## src/rtl/bitio_pkg.sv

```systemverilog
package bitio_pkg;
    localparam int BIO_W = 8;

    typedef enum logic [2:0] {
        OP_NOP  = 3'd0,
        OP_DIR  = 3'd1,
        OP_SET  = 3'd2,
        OP_CLR  = 3'd3,
        OP_TGL  = 3'd4,
        OP_TEST = 3'd5
    } bitio_op_e;

    typedef struct packed {
        logic [BIO_W-1:0] dir;
        logic [BIO_W-1:0] outr;
        logic             share_en;
        logic             all_eq;
        logic             none_eq;
    } bitio_state_t;
endpackage

```

## src/rtl/bitio_sync.sv

```systemverilog
module bitio_sync #(
    parameter int W = 8
) (
    input  logic         clk,
    input  logic         rst_n,
    input  logic [W-1:0] async_in,
    output logic [W-1:0] sync_out
);
    typedef struct packed {
        logic [W-1:0] meta;
        logic [W-1:0] stab;
    } sync_t;

    sync_t st_d, st_q;
    logic [1:0] age_q;

    always_comb begin
        st_d.meta = async_in;
        st_d.stab = st_q.meta;
    end

    always_ff @(posedge clk or negedge rst_n) begin
        if (!rst_n) begin
            st_q  <= '0;
            age_q <= '0;
        end else begin
            st_q <= st_d;
            if (age_q != 2'd3) age_q <= age_q + 2'd1;
        end
    end

    assign sync_out = st_q.stab;

    // the output is the input from two edges earlier
    p_two_stage_r5: assert property (@(posedge clk) disable iff (!rst_n)
        (age_q >= 2'd2) |-> (sync_out == $past(async_in, 2)));
endmodule

```

## src/rtl/bitio_core.sv

```systemverilog
module bitio_core
    import bitio_pkg::*;
#(
    parameter int W      = BIO_W,
    parameter int SHR_W  = 4,
    parameter int CTL_W  = 16,
    parameter int EN_BIT = 8
) (
    input  logic             clk,
    input  logic             rst_n,
    input  logic             cmd_valid,
    input  logic [2:0]       cmd_op,
    input  logic [W-1:0]     cmd_mask,
    input  logic [W-1:0]     cmd_pat,
    input  logic             ctl_we,
    input  logic [CTL_W-1:0] ctl_wdata,
    input  logic [W-1:0]     in_sync,
    output logic [W-1:0]     dir_q,
    output logic [W-1:0]     out_q,
    output logic             share_en_q,
    output logic [W-1:0]     avail,
    output logic             flag_all_eq,
    output logic             flag_none_eq
);
    localparam int LOW_W = W - SHR_W;

    bitio_state_t st_d, st_q;
    logic [W-1:0] tested, hits, wmask;

    always_comb begin
        avail  = {{SHR_W{st_q.share_en}}, {LOW_W{1'b1}}};
        tested = cmd_mask & ~st_q.dir & avail;
        hits   = ~(in_sync ^ cmd_pat) & tested;
        wmask  = cmd_mask & st_q.dir;
        st_d   = st_q;
        if (ctl_we) st_d.share_en = ctl_wdata[EN_BIT];
        if (cmd_valid) begin
            unique case (cmd_op)
                OP_DIR:  st_d.dir  = cmd_mask;
                OP_SET:  st_d.outr = st_q.outr | wmask;
                OP_CLR:  st_d.outr = st_q.outr & ~wmask;
                OP_TGL:  st_d.outr = st_q.outr ^ wmask;
                OP_TEST: begin
                    st_d.all_eq  = (hits == tested);
                    st_d.none_eq = (hits == '0);
                end
                default: ;
            endcase
        end
    end

    always_ff @(posedge clk or negedge rst_n) begin
        if (!rst_n) st_q <= '0;
        else        st_q <= st_d;
    end

    assign dir_q        = st_q.dir;
    assign out_q        = st_q.outr;
    assign share_en_q   = st_q.share_en;
    assign flag_all_eq  = st_q.all_eq;
    assign flag_none_eq = st_q.none_eq;

    // bits configured as inputs never change in the output register
    p_inputs_kept_r4: assert property (@(posedge clk) disable iff (!rst_n)
        (cmd_valid && (cmd_op != OP_DIR)) |=>
        ((out_q & ~dir_q) == ($past(out_q) & ~dir_q)));

    // flags stay put without a test command
    p_flags_hold_r9: assert property (@(posedge clk) disable iff (!rst_n)
        !(cmd_valid && cmd_op == OP_TEST) |=>
        ($stable(flag_all_eq) && $stable(flag_none_eq)));

    // with at least one tested bit the two flags cannot both be set
    p_flags_excl_r8: assert property (@(posedge clk) disable iff (!rst_n)
        (cmd_valid && cmd_op == OP_TEST && tested != '0) |=>
        !(flag_all_eq && flag_none_eq));

    // only defined codes arrive
    p_op_legal_r2: assert property (@(posedge clk) disable iff (!rst_n)
        cmd_valid |-> (cmd_op <= OP_TEST));
endmodule

```

## src/rtl/bitio_pinmux.sv

```systemverilog
module bitio_pinmux #(
    parameter int W     = 8,
    parameter int SHR_W = 4
) (
    input  logic             clk,
    input  logic             rst_n,
    input  logic             share_en,
    input  logic [SHR_W-1:0] vec_id,
    input  logic [W-1:0]     out_q,
    input  logic [W-1:0]     dir_q,
    output logic [W-1:0]     pin_out,
    output logic [W-1:0]     pin_oe
);
    localparam int LOW_W = W - SHR_W;

    logic [SHR_W-1:0] vec_rev;

    for (genvar i = 0; i < SHR_W; i++) begin : g_rev
        assign vec_rev[SHR_W-1-i] = vec_id[i];
    end

    always_comb begin
        pin_out[LOW_W-1:0] = out_q[LOW_W-1:0];
        pin_oe[LOW_W-1:0]  = dir_q[LOW_W-1:0];
        if (share_en) begin
            pin_out[W-1:LOW_W] = out_q[W-1:LOW_W];
            pin_oe[W-1:LOW_W]  = dir_q[W-1:LOW_W];
        end else begin
            pin_out[W-1:LOW_W] = vec_rev;
            pin_oe[W-1:LOW_W]  = '1;
        end
    end

    // top pin carries the lowest vector bit while the vector owns the pins
    p_vec_order_r10: assert property (@(posedge clk) disable iff (!rst_n)
        !share_en |-> (pin_out[W-1] == vec_id[0] && pin_out[LOW_W] == vec_id[SHR_W-1]));
endmodule

```

## src/rtl/bitio_port.sv

```systemverilog
module bitio_port
    import bitio_pkg::*;
#(
    parameter int W      = BIO_W,
    parameter int SHR_W  = 4,
    parameter int CTL_W  = 16,
    parameter int EN_BIT = 8
) (
    input  logic             clk,
    input  logic             rst_n,
    input  logic             cmd_valid,
    input  logic [2:0]       cmd_op,
    input  logic [W-1:0]     cmd_mask,
    input  logic [W-1:0]     cmd_pat,
    input  logic             ctl_we,
    input  logic [CTL_W-1:0] ctl_wdata,
    input  logic [SHR_W-1:0] vec_id,
    input  logic [W-1:0]     pin_in,
    output logic [W-1:0]     pin_out,
    output logic [W-1:0]     pin_oe,
    output logic [W-1:0]     rd_data,
    output logic             flag_all_eq,
    output logic             flag_none_eq
);
    logic [W-1:0] in_sync, dir_q, out_q, avail;
    logic         share_en_q;

    bitio_sync #(.W(W)) sync_i (
        .clk(clk), .rst_n(rst_n), .async_in(pin_in), .sync_out(in_sync)
    );

    bitio_core #(.W(W), .SHR_W(SHR_W), .CTL_W(CTL_W), .EN_BIT(EN_BIT)) core_i (
        .clk(clk), .rst_n(rst_n),
        .cmd_valid(cmd_valid), .cmd_op(cmd_op), .cmd_mask(cmd_mask), .cmd_pat(cmd_pat),
        .ctl_we(ctl_we), .ctl_wdata(ctl_wdata), .in_sync(in_sync),
        .dir_q(dir_q), .out_q(out_q), .share_en_q(share_en_q), .avail(avail),
        .flag_all_eq(flag_all_eq), .flag_none_eq(flag_none_eq)
    );

    bitio_pinmux #(.W(W), .SHR_W(SHR_W)) mux_i (
        .clk(clk), .rst_n(rst_n), .share_en(share_en_q), .vec_id(vec_id),
        .out_q(out_q), .dir_q(dir_q), .pin_out(pin_out), .pin_oe(pin_oe)
    );

    assign rd_data = (dir_q & out_q) | (~dir_q & in_sync & avail);

    // unavailable input pins read as zero
    p_hidden_zero_r12: assert property (@(posedge clk) disable iff (!rst_n)
        !share_en_q |-> ((rd_data & ~dir_q & {{SHR_W{1'b1}}, {(W-SHR_W){1'b0}}}) == '0));
endmodule

```

## config.mk

```make
export PLATFORM = sky130hd
export DESIGN_NAME = bitio_port
export DESIGN_NICKNAME = d
export VERILOG_FILES = /design/src/rtl/bitio_pkg.sv /design/src/rtl/bitio_sync.sv /design/src/rtl/bitio_core.sv /design/src/rtl/bitio_pinmux.sv /design/src/rtl/bitio_port.sv
export SDC_FILE = /design/constraint.sdc
export NUM_CORES = 1
export LEC_CHECK = 0
export ABC_AREA = 1
export BUFFER_PORTS_ARGS = -buffer_cell sky130_fd_sc_hd__buf_4
export CAP_MARGIN = 20
export CELL_PAD_IN_SITES_DETAIL_PLACEMENT = 0
export CELL_PAD_IN_SITES_GLOBAL_PLACEMENT = 1
export CORE_UTILIZATION = 37
export CTS_CLUSTER_DIAMETER = 60
export DETAILED_ROUTE_END_ITERATION = 6
export GPL_ROUTABILITY_DRIVEN = 0
export GPL_TIMING_DRIVEN = 1
export PLACE_DENSITY = 0.87
export SLEW_MARGIN = 5
export SYNTH_ARGS = -nofsm -noshare
export SYNTH_HDL_FRONTEND = slang
export SYNTH_SLANG_ARGS = --single-unit
```

## constraint.sdc

```tcl
create_clock -name clk -period 2.7 [get_ports clk]
set_input_delay 0.405 -clock clk [delete_from_list [all_inputs] [get_ports clk]]
set_output_delay 0.405 -clock clk [all_outputs]
set_load 0.05 [all_outputs]
```

==> run summary, run 1 <==
H-tree levels: 2
Final core utilization: 0.480
Final min period: 1.79 ns
Synth area leaders: dfrtp_1 42%, nand2_1 14%, ha_1 9.5%, o21ai_0 9.3%, inv_1 8.6%
# IOs: 77
Max-Cap Viols: 0
Synth warnings: 0
TritonCTS clock tree: yes
Vias in the first global route: 1759
Ant. Diodes: 0
Global route total overflow: 0
Crit path max fanout: 9
CTS max path bufs: 2
Vias per cell: 4.43
Syn_area_per_cell: 7.49 sq um
Drt first pass iters: 4
Final setup fails: 0
Die footprint: 5990 sq um
TNS Setup: 0 ns
Later-pin clock latency in the skew report: 0.28 ns
Final #Nets: 404
Filler cells: 548
Fin. max-slew vios: 0
Max-slew headroom: 0.574
Total track usage: 0.168
Post-route ant nets: 0
Clk sinks: 35
Syn-to-layout area delta: 25.5%
Initial antenna violation count: 0
Critical path arrival: 1.39 ns
Num rows: 27
WL final: 4480 um
Root buf cell: clkbuf_8
CP Capture Type: output port
TritonCTS Buffers: 5
Leakage: 1.44 nW
Worst Hold Class: in -> async
Data required, critical path: 2.30 ns
Final hold slack: 0.0684 ns
P per Cell Area: 686 nW/um^2
First-pass GRT wire length: 7870 um
Port-buffer cells: 61
Crit path kind: reg -> out
CP startpoint kind: register
Synth area leader: dfrtp_1
Fmax: 0.557 GHz
Area of the multi-input gates: 952 sq um
Die H: 77.4 um
Flop and latch count out of synthesis: 35
Net Count, Synth: 348
Largest net degree at the start of global routing: 36
Post-Synthesis Cells: 281
Status: finished, final reports clean
Share of layout cells above drive strength 1: 0.213
Post-DP HPWL: 3520 um
Drt drc: 0
Post-CTS Resized: 0
Peak VDD IR: 0.000256 V
Hold buffers post-CTS: 0
Seq/Total Area, Yosys: 0.416
Starting Density: 0.382
Fin crit share: 0.665
Synthesized area: 2100 sq um
Drt initial violations: 49
Hold Vio Cnt, Final: 0
Post-CTS setup buffer count: 0
Number of distinct library cells after synthesis: 18
Core Region: 5510 sq um
Post-Route Skew: 0.00650 ns
Die X: 77.4 um
Via Count: 1816
Register area: 876 sq um
Clock-pin slew on the worst setup and hold paths: 0.06 ns
Wire per inst: 10.9 um
RSZ-0062 raised after global routing: no
Tightest Pin Transition: 0.637 ns
Top cell type's share of synthesized area: 0.416
## worst max-delay path: stages, from the launching register on
cell and delay [ns]:
dfrtp_1 0.49, inv_1 0.18, o21ai_0 0.21, buf_4 0.23
## cell usage after synthesis
library cell	number
inv_2	1
nand2_1	76
nand4_1	1
nand3_1	18
inv_1	48
buf_4	8
buf_2	2
nor2_1	25
nand3_2	1
nand2_2	1
buf_6	2
a21oi_1	2
o22ai_1	4
a21boi_4	1
ha_1	16
dfrtp_1	35
nor2_4	1
o21ai_0	39
## cell families after synthesis
logic type                 synth area share
adders and majority gates            0.0951
buffers and inverters                 0.131
and+or+nand+nor                       0.239
DFF                                   0.416
AOI/OAI and AO/OA                     0.118
## registers in the layout (all words and copies together) (netlist names)
signal / cells
core_i.out_q: 8
sync_i.st_d: 8
core_i.flag_all_eq: 1
core_i.share_en_q: 1
core_i.flag_none_eq: 1
core_i.dir_q: 8
sync_i.sync_out: 8
## power by group
| part | internal [mW] | switching, mW | leakage, nW |
|---|---|---|---|
| sequential | 0.603 | 0.0667 | 0.422 |
| clock | 0.181 | 0.180 | 0.0422 |
| combinational | 0.252 | 0.531 | 0.975 |
## cells in the final DEF (no fill, tap or decap), types with 2 or more instances in the layout
| cell type | n |
|---|---|
| nand2_1 | 76 |
| buf_4 | 61 |
| inv_1 | 48 |
| o21ai_0 | 39 |
| dfrtp_1 | 35 |
| nor2_1 | 25 |
| nand3_1 | 18 |
| ha_1 | 16 |
| clkbuf_8 | 5 |
| o22ai_1 | 4 |
| a21oi_1 | 2 |
| clkbuf_1 | 2 |
## metrics by stage
stage          setup slack, ns  cell area (sq um)  power [mW]  std cells
2_1_floorplan            0.619               2100        1.26        281
3_3_place_gp              1.05               2560        1.45        402
3_5_place_dp             0.981               2560        1.47        402
4_1_cts                  0.888               2640        1.84        410
5_1_grt                  0.771               2640        1.95        410
6_report                 0.906               2640        1.81        410
## metal layers
layer | global-route usage | wire, um | up-vias
met5 | 0 | 0 | -
met4 | 0.0434 | 66 | 0
met3 | 0.0400 | 141 | 7
met2 | 0.297 | 2220 | 25
met1 | 0.204 | 2050 | 810
li1 | - | - | 974
## cell type report
| type | count | share of cell area |
|---|---|---|
| clock buffer | 7 | 0.0289 |
| clock inverter | 1 | 0.00189 |
| inverter | 49 | 0.0696 |
| multi-input combinational | 185 | 0.360 |
| sequential | 35 | 0.332 |
| tap | 72 | 0.0341 |
| timing repair buffer | 61 | 0.173 |
## path summary, 6_finish.rpt
path | cells past startpoint | to | slack (ns) | startpoint
worst max-delay path | 3 | pin_out[4] | 0.91 | core_i.share_en_q
worst min-delay path | 1 | sync_i.sync_out[6] | 0.07 | rst_n
worst max register to register | 6 | core_i.out_q[2] | 1.34 | core_i.dir_q[2]
worst min register to register | 0 | sync_i.sync_out[4] | 0.35 | sync_i.st_d[4]
max in group asynchronous | 1 | core_i.out_q[4] | 2.31 | rst_n
min in group clk | 1 | sync_i.st_d[1] | 0.22 | pin_in[1]
Note: power is estimated with default switching activity, not from simulation.
==> run 2: changes to the inputs <==
Settings changed: CORE_UTILIZATION 37 to 31, PLACE_DENSITY 0.87 to 0.78.
Clock period 2.7 ns to 1.57 ns, I/O delays scaled along.
==> run 2 against run 1 <==
  * The flow now finishes with violations (DRC)
  * Critical path depth rose by 1
  * Cell area rose by 4.3%
  * Non-clock buffer count rose by 4
  * Worst setup slack got worse by 0.85 ns
  * Sequential cell count did not move
  * Final cell count rose by 2.0%
  * Clock skew fell by 0.0042 ns
  * Critical endpoint is now rd_data[7]
==> run summary, run 2 (synthesized netlist as in run 1, its figures left out) <==
DP Worst Slack: 0.206 ns (-0.775 ns)
Die H: 84.4 um (+9.0%)
Wl on met1: 2420 um (+18%)
Leakage: 1.47 nW (+2.0%)
Die footprint: 7120 sq um (+19%)
RSZ-0062 raised after global routing: yes
Worst Hold Class: in -> reg
Die X: 84.4 um (+9.0%)
Final #Nets: 408 (+0.99%)
Fin. max-slew vios: 0 (unchanged)
Global route total overflow: 0 (unchanged)
Filler cells: 688 (+26%)
Final cell count without fillers: 418 (+2.0%)
Final min period: 1.52 ns
Data required, critical path: 1.33 ns (-0.97 ns)
Largest net degree at the start of global routing: 36 (unchanged)
Status: finished with violations
Crit path kind: reg -> out
Fin crit share: 0.966
Peak VDD IR: 0.000474 V (+85%)
Root buf cell: clkbuf_8
P per Cell Area: 1180 nW/um^2 (+72%)
H-tree levels: 2 (unchanged)
Hold Vio Cnt, Final: 0 (unchanged)
CP startpoint kind: register
Most frequent cells in the layout: 76 x nand2_1, 61 x buf_4, 45 x inv_1
Most common cell after layout, fill and taps aside: nand2_1
Post-Route Skew: 0.00232 ns (-0.00418 ns)
Initial antenna violation count: 0 (unchanged)
Critical path arrival: 1.28 ns (-0.11 ns)
Port-buffer cells: 61 (unchanged)
Crit path max fanout: 3 (-6)
Failing checks: DRC
Share of layout cells above drive strength 1: 0.246 (+0.0333)
WL met2: 2260 um (+1.8%)
Syn-to-layout area delta: 30.9%
CTS max path bufs: 2 (unchanged)
Starting Density: 0.326 (-0.0563)
Num rows: 29 (+7.4%)
Max-slew headroom: 0.687 (+0.113)
Max-Cap Viols: 0 (unchanged)
Clock-pin slew on the worst setup and hold paths: 0.07 ns (about the same)
Clk sinks: 35 (unchanged)
# IOs: 77 (unchanged)
Post-CTS setup buffer count: 0 (unchanged)
Post-route ant nets: 0 (unchanged)
Final setup fails: 0 (unchanged)
Tightest Pin Transition: 0.470 ns (-0.167 ns)
Total track usage: 0.150 (-0.0177)
Later-pin clock latency in the skew report: 0.28 ns (about the same)
Drt drc: 5 (+5)
Fmax: 0.660 GHz
WL final: 5000 um (+12%)
Via Count: 1873 (+3.1%)
Vias in the first global route: 1838 (+4.5%)
Vias per cell: 4.48 (+1.2%)
Drt initial violations: 89 (+82%)
Wire per inst: 12.0 um (+9.5%)
DR WL met3: 284 um (+100%)
Post-DP HPWL: 3820 um (+8.4%)
Ant. Diodes: 0 (unchanged)
Setup WS post-layout: 0.0541 ns (-0.852 ns)
First-pass GRT wire length: 8340 um (+5.9%)
Core Region: 6460 sq um (+17%)
Max Used Layer: met4
TritonCTS Buffers: 5 (unchanged)
Total power: 3.26 mW (+80%)
Placed cells: 410 (+2.0%)
TritonCTS clock tree: yes
Drt first pass iters: 6 (+2)
CP Capture Type: output port
run 2: metrics by stage:
| stage | utilization | hold WS, ns | area, sq um | TNS [ns] |
|---|---|---|---|---|
| 6_report | 0.426 | 0.0550 | 2750 | 0 |
| 5_1_grt | 0.426 | 0.0429 | 2750 | -0.131 |
| 4_1_cts | 0.425 | 0.0437 | 2740 | 0 |
| 3_5_place_dp | 0.409 | 0.225 | 2640 | 0 |
| 3_3_place_gp | 0.409 | 0.224 | 2640 | 0 |
| 2_1_floorplan | - | -0.0601 | 2160 | -1.35 |
run 2: final timing paths:
path | from | to | slack, ns | cells past startpoint
max in group asynchronous | rst_n | core_i.share_en_q | 0.76 | 2
hold / removal | pin_in[7] | sync_i.st_d[7] | 0.06 | 1
min in group asynchronous | rst_n | core_i.dir_q[0] | 0.45 | 2
hold reg to reg | sync_i.st_d[7] | sync_i.sync_out[7] | 0.35 | 0
setup / recovery | core_i.dir_q[7] | rd_data[7] | 0.05 | 4
setup reg to reg | core_i.dir_q[1] | core_i.out_q[1] | 0.18 | 6
run 2: timing repair:
item | 4_1_cts | 5_1_grt
endpoints found under the setup margin | 4 | 8
hold endpoints to repair | 35 | 0
resized for setup | 1 | 6
pin swaps | 0 | 0
hold buffers | 1 | 0
run 2: layer usage:
| metal | GRT usage | vias up |
|---|---|---|
| li1 | - | 984 |
| met3 | 0.0315 | 5 |
| met4 | 0.0462 | 0 |
| met1 | 0.194 | 823 |
| met5 | 0 | - |
| met2 | 0.255 | 61 |
run 2: worst max-delay path: stages, from the launching register on:
cell     delay, ns
dfrtp_1       0.41
inv_1         0.13
nand2_1       0.14
o22ai_4       0.14
buf_6         0.18
run 2: cell type report:
type	count	area, sq um	area share
Sequential cell	35	877	0.318
Clock inverter	1	5.00	0.00182
Multi-Input combinational cell	185	1010	0.366
Tap cell	77	96.3	0.0350
Timing Repair Buffer	65	502	0.182
Inverter	49	184	0.0668
Clock buffer	6	82.6	0.0300
run 2: where the power goes:
group          switching, mW  leakage, nW  internal [mW]  total (mW)
Combinational          0.966         1.00          0.482        1.45
Sequential             0.124        0.421           1.04        1.16
Clock                  0.306       0.0470          0.344       0.650
